File: config.mk
export PLATFORM = sky130hd
export DESIGN_NAME = cmp_flag_out
export DESIGN_NICKNAME = d
export VERILOG_FILES = /design/src/rtl/cmp_flag_pkg.sv /design/src/rtl/cmp_flag_ctrl.sv /design/src/rtl/cmp_flag_path.sv /design/src/rtl/cmp_flag_out.sv
export SDC_FILE = /design/constraint.sdc
export NUM_CORES = 1
export LEC_CHECK = 0
export ABC_AREA = 1
export BUFFER_PORTS_ARGS = -buffer_cell sky130_fd_sc_hd__buf_2
export CELL_PAD_IN_SITES_DETAIL_PLACEMENT = 0
export CELL_PAD_IN_SITES_GLOBAL_PLACEMENT = 1
export CORE_MARGIN = 2
export CORE_UTILIZATION = 22
export DETAILED_ROUTE_END_ITERATION = 16
export PLACE_DENSITY = 0.8
export SLEW_MARGIN = 40
export SYNTH_ARGS = -nofsm -noshare
export SYNTH_HDL_FRONTEND = slang
export SYNTH_HIERARCHICAL = 1
export SYNTH_SLANG_ARGS = --single-unit
File: constraint.sdc
create_clock -name clk -period 0.9 [get_ports clk]
set_input_delay 0 -clock clk [delete_from_list [all_inputs] [get_ports clk]]
set_output_delay 0 -clock clk [all_outputs]
set_load 0.02 [all_outputs]
File: src/rtl/cmp_flag_pkg.sv
package cmp_flag_pkg;

  localparam int MODE_W = 3;
  localparam int DBG_W  = 2;

  typedef enum logic [MODE_W-1:0] {
    MODE_ACTIVE      = 3'd0,
    MODE_CLEAR       = 3'd1,
    MODE_SET         = 3'd2,
    MODE_TOGGLE      = 3'd3,
    MODE_ALT_TOGGLE  = 3'd4,
    MODE_SET_SECCLR  = 3'd5,
    MODE_SET_ROLLCLR = 3'd6,
    MODE_GATED       = 3'd7
  } outModeE;

  // Strobes from control to the flag datapath. At most one action is raised per cycle.
  typedef struct packed {
    logic doLoad;
    logic loadVal;
    logic doSet;
    logic doClear;
    logic doToggle;
  } flagStrobeT;

endpackage

File: src/rtl/cmp_flag_ctrl.sv
module cmp_flag_ctrl
  import cmp_flag_pkg::*;
(
  input  logic             clk,
  input  logic             rstN,
  input  logic [MODE_W-1:0] outMode,
  input  logic             idleReq,
  input  logic             idleLevel,
  input  logic             forceEnable,
  input  logic             extForce,
  input  logic             forceValue,
  input  logic             cntActive,
  input  logic             gateTick,
  input  logic             cmp1Hit,
  input  logic             cmp2Hit,
  input  logic             secEdge,
  input  logic             rollover,
  output flagStrobeT       strobe
);

  // 0: waiting for register 1, 1: waiting for register 2
  logic altSel;
  logic altAdvance;
  logic altHit;
  logic forceTaken;

  assign forceTaken = forceEnable && extForce;
  assign altHit     = altSel ? cmp2Hit : cmp1Hit;

  always_comb begin
    strobe     = '0;
    altAdvance = 1'b0;
    if (idleReq) begin
      strobe.doLoad  = 1'b1;
      strobe.loadVal = idleLevel;
    end else if (forceTaken) begin
      strobe.doLoad  = 1'b1;
      strobe.loadVal = forceValue;
    end else begin
      case (outModeE'(outMode))
        MODE_ACTIVE: begin
          strobe.doLoad  = 1'b1;
          strobe.loadVal = cntActive;
        end
        MODE_CLEAR:  strobe.doClear  = cmp1Hit;
        MODE_SET:    strobe.doSet    = cmp1Hit;
        MODE_TOGGLE: strobe.doToggle = cmp1Hit;
        MODE_ALT_TOGGLE: begin
          strobe.doToggle = altHit;
          altAdvance      = altHit;
        end
        MODE_SET_SECCLR: begin
          strobe.doSet   = cmp1Hit;
          strobe.doClear = secEdge && !cmp1Hit;
        end
        MODE_SET_ROLLCLR: begin
          strobe.doSet   = cmp1Hit;
          strobe.doClear = rollover && !cmp1Hit;
        end
        MODE_GATED: begin
          strobe.doLoad  = 1'b1;
          strobe.loadVal = cntActive && gateTick;
        end
        default: strobe = '0;
      endcase
    end
  end

  always_ff @(posedge clk or negedge rstN) begin
    if (!rstN) begin
      altSel <= 1'b0;
    end else if (idleReq) begin
      altSel <= 1'b0;
    end else if (altAdvance) begin
      altSel <= ~altSel;
    end
  end

endmodule

File: src/rtl/cmp_flag_path.sv
module cmp_flag_path
  import cmp_flag_pkg::*;
#(
  parameter logic RESET_LEVEL = 1'b0
) (
  input  logic             clk,
  input  logic             rstN,
  input  flagStrobeT       strobe,
  input  logic             masterEnable,
  input  logic             cmp1Hit,
  input  logic             cmp2Hit,
  input  logic             invertOut,
  input  logic             debugActive,
  input  logic [DBG_W-1:0] debugAction,
  output logic             flagState,
  output logic             flagOut,
  output logic             bcastOut
);

  localparam int DBG_FORCE_BIT = DBG_W - 1;

  logic flagQ;
  logic bcastQ;
  logic pinLow;

  always_ff @(posedge clk or negedge rstN) begin
    if (!rstN) begin
      flagQ <= RESET_LEVEL;
    end else if (strobe.doLoad) begin
      flagQ <= strobe.loadVal;
    end else if (strobe.doSet) begin
      flagQ <= 1'b1;
    end else if (strobe.doClear) begin
      flagQ <= 1'b0;
    end else if (strobe.doToggle) begin
      flagQ <= ~flagQ;
    end
  end

  always_ff @(posedge clk or negedge rstN) begin
    if (!rstN) begin
      bcastQ <= 1'b0;
    end else begin
      bcastQ <= masterEnable && (cmp1Hit || cmp2Hit);
    end
  end

  assign pinLow    = debugActive && debugAction[DBG_FORCE_BIT];
  assign flagState = flagQ;
  assign flagOut   = pinLow ? 1'b0 : (flagQ ^ invertOut);
  assign bcastOut  = bcastQ;

endmodule

File: src/rtl/cmp_flag_out.sv
module cmp_flag_out
  import cmp_flag_pkg::*;
#(
  parameter logic RESET_LEVEL = 1'b0
) (
  input  logic             clk,
  input  logic             rstN,
  input  logic [2:0]       outMode,
  input  logic             invertOut,
  input  logic             forceEnable,
  input  logic             extForce,
  input  logic             forceValue,
  input  logic             masterEnable,
  input  logic             idleReq,
  input  logic             idleLevel,
  input  logic             debugActive,
  input  logic [1:0]       debugAction,
  input  logic             cntActive,
  input  logic             gateTick,
  input  logic             cmp1Hit,
  input  logic             cmp2Hit,
  input  logic             secEdge,
  input  logic             rollover,
  output logic             flagState,
  output logic             flagOut,
  output logic             bcastOut
);

  flagStrobeT strobe;

  cmp_flag_ctrl u_ctrl (
    .clk        (clk),
    .rstN       (rstN),
    .outMode    (outMode),
    .idleReq    (idleReq),
    .idleLevel  (idleLevel),
    .forceEnable(forceEnable),
    .extForce   (extForce),
    .forceValue (forceValue),
    .cntActive  (cntActive),
    .gateTick   (gateTick),
    .cmp1Hit    (cmp1Hit),
    .cmp2Hit    (cmp2Hit),
    .secEdge    (secEdge),
    .rollover   (rollover),
    .strobe     (strobe)
  );

  cmp_flag_path #(.RESET_LEVEL(RESET_LEVEL)) u_path (
    .clk         (clk),
    .rstN        (rstN),
    .strobe      (strobe),
    .masterEnable(masterEnable),
    .cmp1Hit     (cmp1Hit),
    .cmp2Hit     (cmp2Hit),
    .invertOut   (invertOut),
    .debugActive (debugActive),
    .debugAction (debugAction),
    .flagState   (flagState),
    .flagOut     (flagOut),
    .bcastOut    (bcastOut)
  );

endmodule

# ---- Yosys cells after proc, flatten, opt, wreduce, memory -nomap -nowiden
# Index checks and enable logic that the tools add are counted.
# Widths: inputs -> output; s select.
dict set report totals {
  wordCells 44
  in_bits 21
  out_inout_bits 3
  regBits 3
}
dict set report classes {
  reduce_logical 12
  muxes 19
  n_eq_ne 7
  n_bitwise 3
}
# op count
set op_table {}
lappend op_table {{$eq 3x3->1 const B} 4}
lappend op_table {{$mux 1} 12}
lappend op_table {{$eq 3x2->1 const B} 2}
lappend op_table {{$logic_and 1x1->1} 6}
lappend op_table {{$mux 3} 2}
lappend op_table {{$mux 2} 2}
lappend op_table {{$pmux 2 s2} 1}
lappend op_table {{$reduce_bool 4->1} 1}
lappend op_table {{$eq 3x1->1 const B} 1}
lappend op_table {{$logic_not 3->1} 1}
lappend op_table {{$pmux 1 s3} 1}
lappend op_table {{$reduce_or 3->1} 1}
lappend op_table {{$not 1->1} 2}
lappend op_table {{$pmux 1 s2} 1}
lappend op_table {{$reduce_bool 2->1} 1}
lappend op_table {{$logic_not 1->1} 1}
lappend op_table {{$logic_or 1x1->1} 1}
lappend op_table {{$xor 1x1->1} 1}

# ---- Logic depth before layout (Yosys ltp)
dict set report depth {
  ltp_word 9
  depth_mapped 10
}

# ---- Cells and area by module
# Netlist, hierarchy kept.
# module instances cells_each area_per_inst_um2 seq_area_each_um2
set modules_own_cells {}
lappend modules_own_cells {cmp_flag_ctrl 1 47 245.2 25.0}
lappend modules_own_cells {cmp_flag_path 1 17 121.4 50.0}

# ---- Least setup slack after synthesis
# No wires, ideal clock.
dict set report synth_path {
  kind {reg2reg}
  startpoint {register u_ctrl.altSel}
  endpoint {register u_path.flagQ (netlist: u_path/flagState)}
  slack_ns -0.102
  path_buffers 0
  stages_incl_launch_ff 9
  arrival_time_ns 0.885
  path_cell_list {dfrtp_1 nand2_1 o21ai_2 nand2_1 a21oi_1 nor2_1 nand2_1 nand3_1 nand2_1}
}
# item line_no
set synth_rtl {}
lappend synth_rtl {{start: declaration} cmp_flag_ctrl.sv:22} ;# logic altSel;
lappend synth_rtl {{start signal: assignment} cmp_flag_ctrl.sv:75} ;# altSel <= ~altSel;
lappend synth_rtl {{end signal: assignment} cmp_flag_path.sv:30} ;# flagQ <= strobe.loadVal;
lappend synth_rtl {{end signal: assignment} cmp_flag_path.sv:36} ;# flagQ <= ~flagQ;
lappend synth_rtl {{end: declaration} cmp_flag_path.sv:22} ;# logic flagQ;

==> run_results.csv <==
group,metric,value,unit
detailed_routing,wl_per_cell,8.25,microns
setup_path,crit_fanout,3,
synthesis,synthAdderAreaFrac,0,%
setup_path,crit_arrival,1.20,ns
power_and_ir_drop,p_comb_share,43.7,%
power_and_ir_drop,leakage,0.359,nW
setup_path,end_kind,"flop",
sta,max_freq,925,MHz
global_route,grt_pass1_wl,1.56,mm
sta,timing.final.ws_setup,-0.181,ns
synthesis,yosysWarnings,6,
flow_run,drv_cap,0,
floorplanning,core_area,1540,sq um
power_and_ir_drop,switching_share,32.1,%
detailed_routing,routedLengthMet1,470,microns
floorplanning,io_pins,24,
power_and_ir_drop,clockPowerShare,33.4,%
synthesis,synth.distinct_cells,17,
placement,dp_hpwl,798,microns
global_route,antenna_found_initial,0,
synthesis,syn_avg_cell_area,5.73,sq um
detailed_routing,drc_errors,0,
synthesis,synthMuxAreaShare,0,%
floorplanning,die_x,44.8,microns
sta,whs,0.0165,ns
synthesis,synth_compound_area_share,11.9,%
power_and_ir_drop,p_int,0.469,mW
clock_network,cts_num_sinks,3,
clock_network,clockBufferDepth,2,
detailed_routing,vias_per_cell,4.37,
setup_path,crit_top_cell,"nand2_1",
finish,syn_to_final_growth,76.1,%
sta,finalHoldViolCount,0,
placement,dp_cells,110,
floorplanning,dieArea,2010,sq um
setup_path,crit_chain,"nand2_1 -> o21ai_2 -> nand2_1 -> a21oi_2 -> nor2_2 -> nand2_1 -> nand3_2 -> nand2_1",
finish,fin_nets,124,
sta,post-route-period-util,120,%
global_route,grt-ovfl-total,0,
setup_path,critPathMaxStageDelay,0.39,ns
power_and_ir_drop,netSwitchingPower,0.222,mW
hold_path,hp-class,"in -> reg",
sta,maxSlewHeadroom,83.3,%
clock_network,root_buffer,"clkbuf_4",
setup_path,cp.required,1.02,ns
setup_path,r2r-start,"u_ctrl/altSel$_DFFE_PN0P_",
outcome,violations,"setup timing",
sta,drv_slew,0,
clock_network,clkTransAtPathRegs,0.03,ns
synthesis,synth_top_family_by_area,"simple AND/OR/NAND/NOR gates",
setup_path,cp-startpoint,"u_ctrl/altSel$_DFFE_PN0P_",
detailed_routing,ant_nets,0,
finish,fin_cells,118,
power_and_ir_drop,peakVddDrop,0.000435,V
outcome,status,"complete, but fails checks",
sta,period_needed,1.08,ns
synthesis,syn_area,367,sq um
setup_path,cp_slowest_cell,"dfrtp_1",
sta,tightest_slew,0.249,ns
synthesis,syn_nets,85,
clock_network,htree_levels,1,
clock_network,insertion_delay,0.23,ns
detailed_routing,drtPass1Iterations,4,
detailed_routing,maxUsedRoutingLayer,"met3",
setup_path,crit_path_start_kind,"flop",
power_and_ir_drop,power_frac_seq,22.8,%
detailed_routing,routed_wl,974,microns
setup_path,crit_family,"simple AND/OR/NAND/NOR gates",
detailed_routing,wl_met3,73,microns
detailed_routing,met2_length,430,microns
sta,fin_skew,0.0000617,ns
finish,num_antenna_cells,0,
synthesis,ys_ff_latch,3,
sta,rsz0062_at_grt,"true",
global_route,first_global_vias,435,
setup_path,critPathKind,"reg -> reg",
setup_path,crit_buf_inv,0,
placement,place_congestion,0.700,
synthesis,yosys.area_share.xor_xnor,2.39,%
power_and_ir_drop,pwr_density_cell,1070,nW/um^2
floorplanning,die_height,44.8,microns
synthesis,synthCells,64,
synthesis,synthSimpleGateAreaFrac,51.9,%
detailed_routing,vias,516,
global_route,grt_max_degree,6,
sta,setup_viol,3,
clock_network,cts_buffers,3,
floorplanning,start_util,23.8,%
placement,io_buffers,22,
clock_network,cts_tree,"built",
global_route,grt.total_usage,10.2,%
floorplanning,rows,14,
finish,drive_above_1_share,46.1,%
synthesis,ys_seq_area_share,20.5,%
placement,post-place-ws,-0.168,ns
hold_path,min_from,"cmp2Hit",
detailed_routing,drt_iter0_drc,3,
power_and_ir_drop,total_power,0.691,mW
==> flip-flops by register name (all words and copies together) (netlist names) <==
| register | cells |
|---|---|
| u_path/flagState | 1 |
| u_ctrl/altSel | 1 |
| u_path/bcastOut | 1 |
==> cell usage after synthesis, drive strengths merged <==
library cell | instances | area share (%)
nand2 | 18 | 19
inv | 13 | 13
nor2 | 10 | 13
nand3 | 7 | 11
a21oi | 4 | 5.5
nand4 | 4 | 6.8
dfrtp | 3 | 20
a211oi | 1 | 2.0
nand3b | 1 | 2.0
o21a | 1 | 2.0
o21ai | 1 | 2.4
xnor2 | 1 | 2.4
==> worst paths after layout <==
path,end,slack [ns],cells past startpoint
min reg2reg,u_path/flagState$_DFFE_PN0P_,0.65,3
min in group asynchronous,u_path/bcastOut$_DFF_PN0_,0.09,2
max in group asynchronous,u_ctrl/altSel$_DFFE_PN0P_,0.70,2
min,u_path/bcastOut$_DFF_PN0_,0.02,2
max,u_path/flagState$_DFFE_PN0P_,-0.18,8
max reg2reg,u_path/flagState$_DFFE_PN0P_,-0.18,8
==> layer usage <==
| metal | vias to the layer above | track usage [%] |
|---|---|---|
| met3 | 0 | 3.60 |
| met4 | 0 | 1.76 |
| met5 | - | 0 |
| met1 | 219 | 12.4 |
| met2 | 19 | 17.4 |
| li1 | 278 | - |
==> per-stage QoR <==
step	TNS (ns)	util, %	cell area, sq um
after floorplan	-0.102	-	370
after global placement	-0.164	36.4	561
after detailed placement	-0.255	36.4	561
after CTS	-0.375	40.7	627
after global routing	-0.593	41.9	646
final	-0.372	41.9	646
==> layout make-up <==
type                            count  area [sq um]
Clock buffer                        4          26.3
Timing Repair Buffer               34           218
Inverter                           13          48.8
Tap cell                           16          20.0
Multi-Input combinational cell     48           258
Sequential cell                     3          75.1
Fill cell                         186           896
==> placed cells by master, fill, tap and decap left out <==
master / netlist / layout
o21a_1: 1 / 1
nor2_1: 8 / 7
nand3_1: 6 / 5
nand4_1: 4 / 4
xnor2_1: 1 / 1
nor2_4: 1 / 1
clkbuf_1: 0 / 1
a211oi_1: 1 / 1
nand2_1: 17 / 17
dfrtp_1: 3 / 3
nand3_2: 1 / 2
clkbuf_4: 0 / 3
o21ai_2: 1 / 1
buf_4: 0 / 10
inv_2: 3 / 3
nand2_2: 1 / 1
a21oi_2: 0 / 2
buf_2: 0 / 20
dlygate4sd3_1: 0 / 2
inv_1: 10 / 10
a21oi_1: 4 / 2
nand3b_1: 1 / 1
nor2_2: 1 / 2
buf_6: 0 / 2
==> cell families (layout without fill, tap and decap cells) <==
| kind of cell | after synthesis | in the layout |
|---|---|---|
| buffers and inverters | 13 | 51 |
| XOR/XNOR | 1 | 1 |
| AND/OR/NAND/NOR | 40 | 40 |
| flip-flops | 3 | 3 |
| AO/OA/AOI/OAI | 7 | 7 |
==> repair_timing <==
action,4_1_cts,5_1_grt
gates resized for setup,4,3
buffers inserted,1,2
setup endpoints to repair,3,4
hold buffers,2,0
cloned,0,0
hold endpoints to repair,4,0
pin swaps,1,8
==> power groups by stage <==
| stage | logic, mW | clock network [mW] | registers (mW) |
|---|---|---|---|
| after floorplan | 0.117 | 0 | 0.175 |
| after global placement | 0.246 | 0 | 0.162 |
| after detailed placement | 0.248 | 0 | 0.162 |
| after CTS | 0.295 | 0.242 | 0.159 |
| after global routing | 0.340 | 0.254 | 0.159 |
| final | 0.302 | 0.231 | 0.158 |
(Power assumes the default switching activity.)
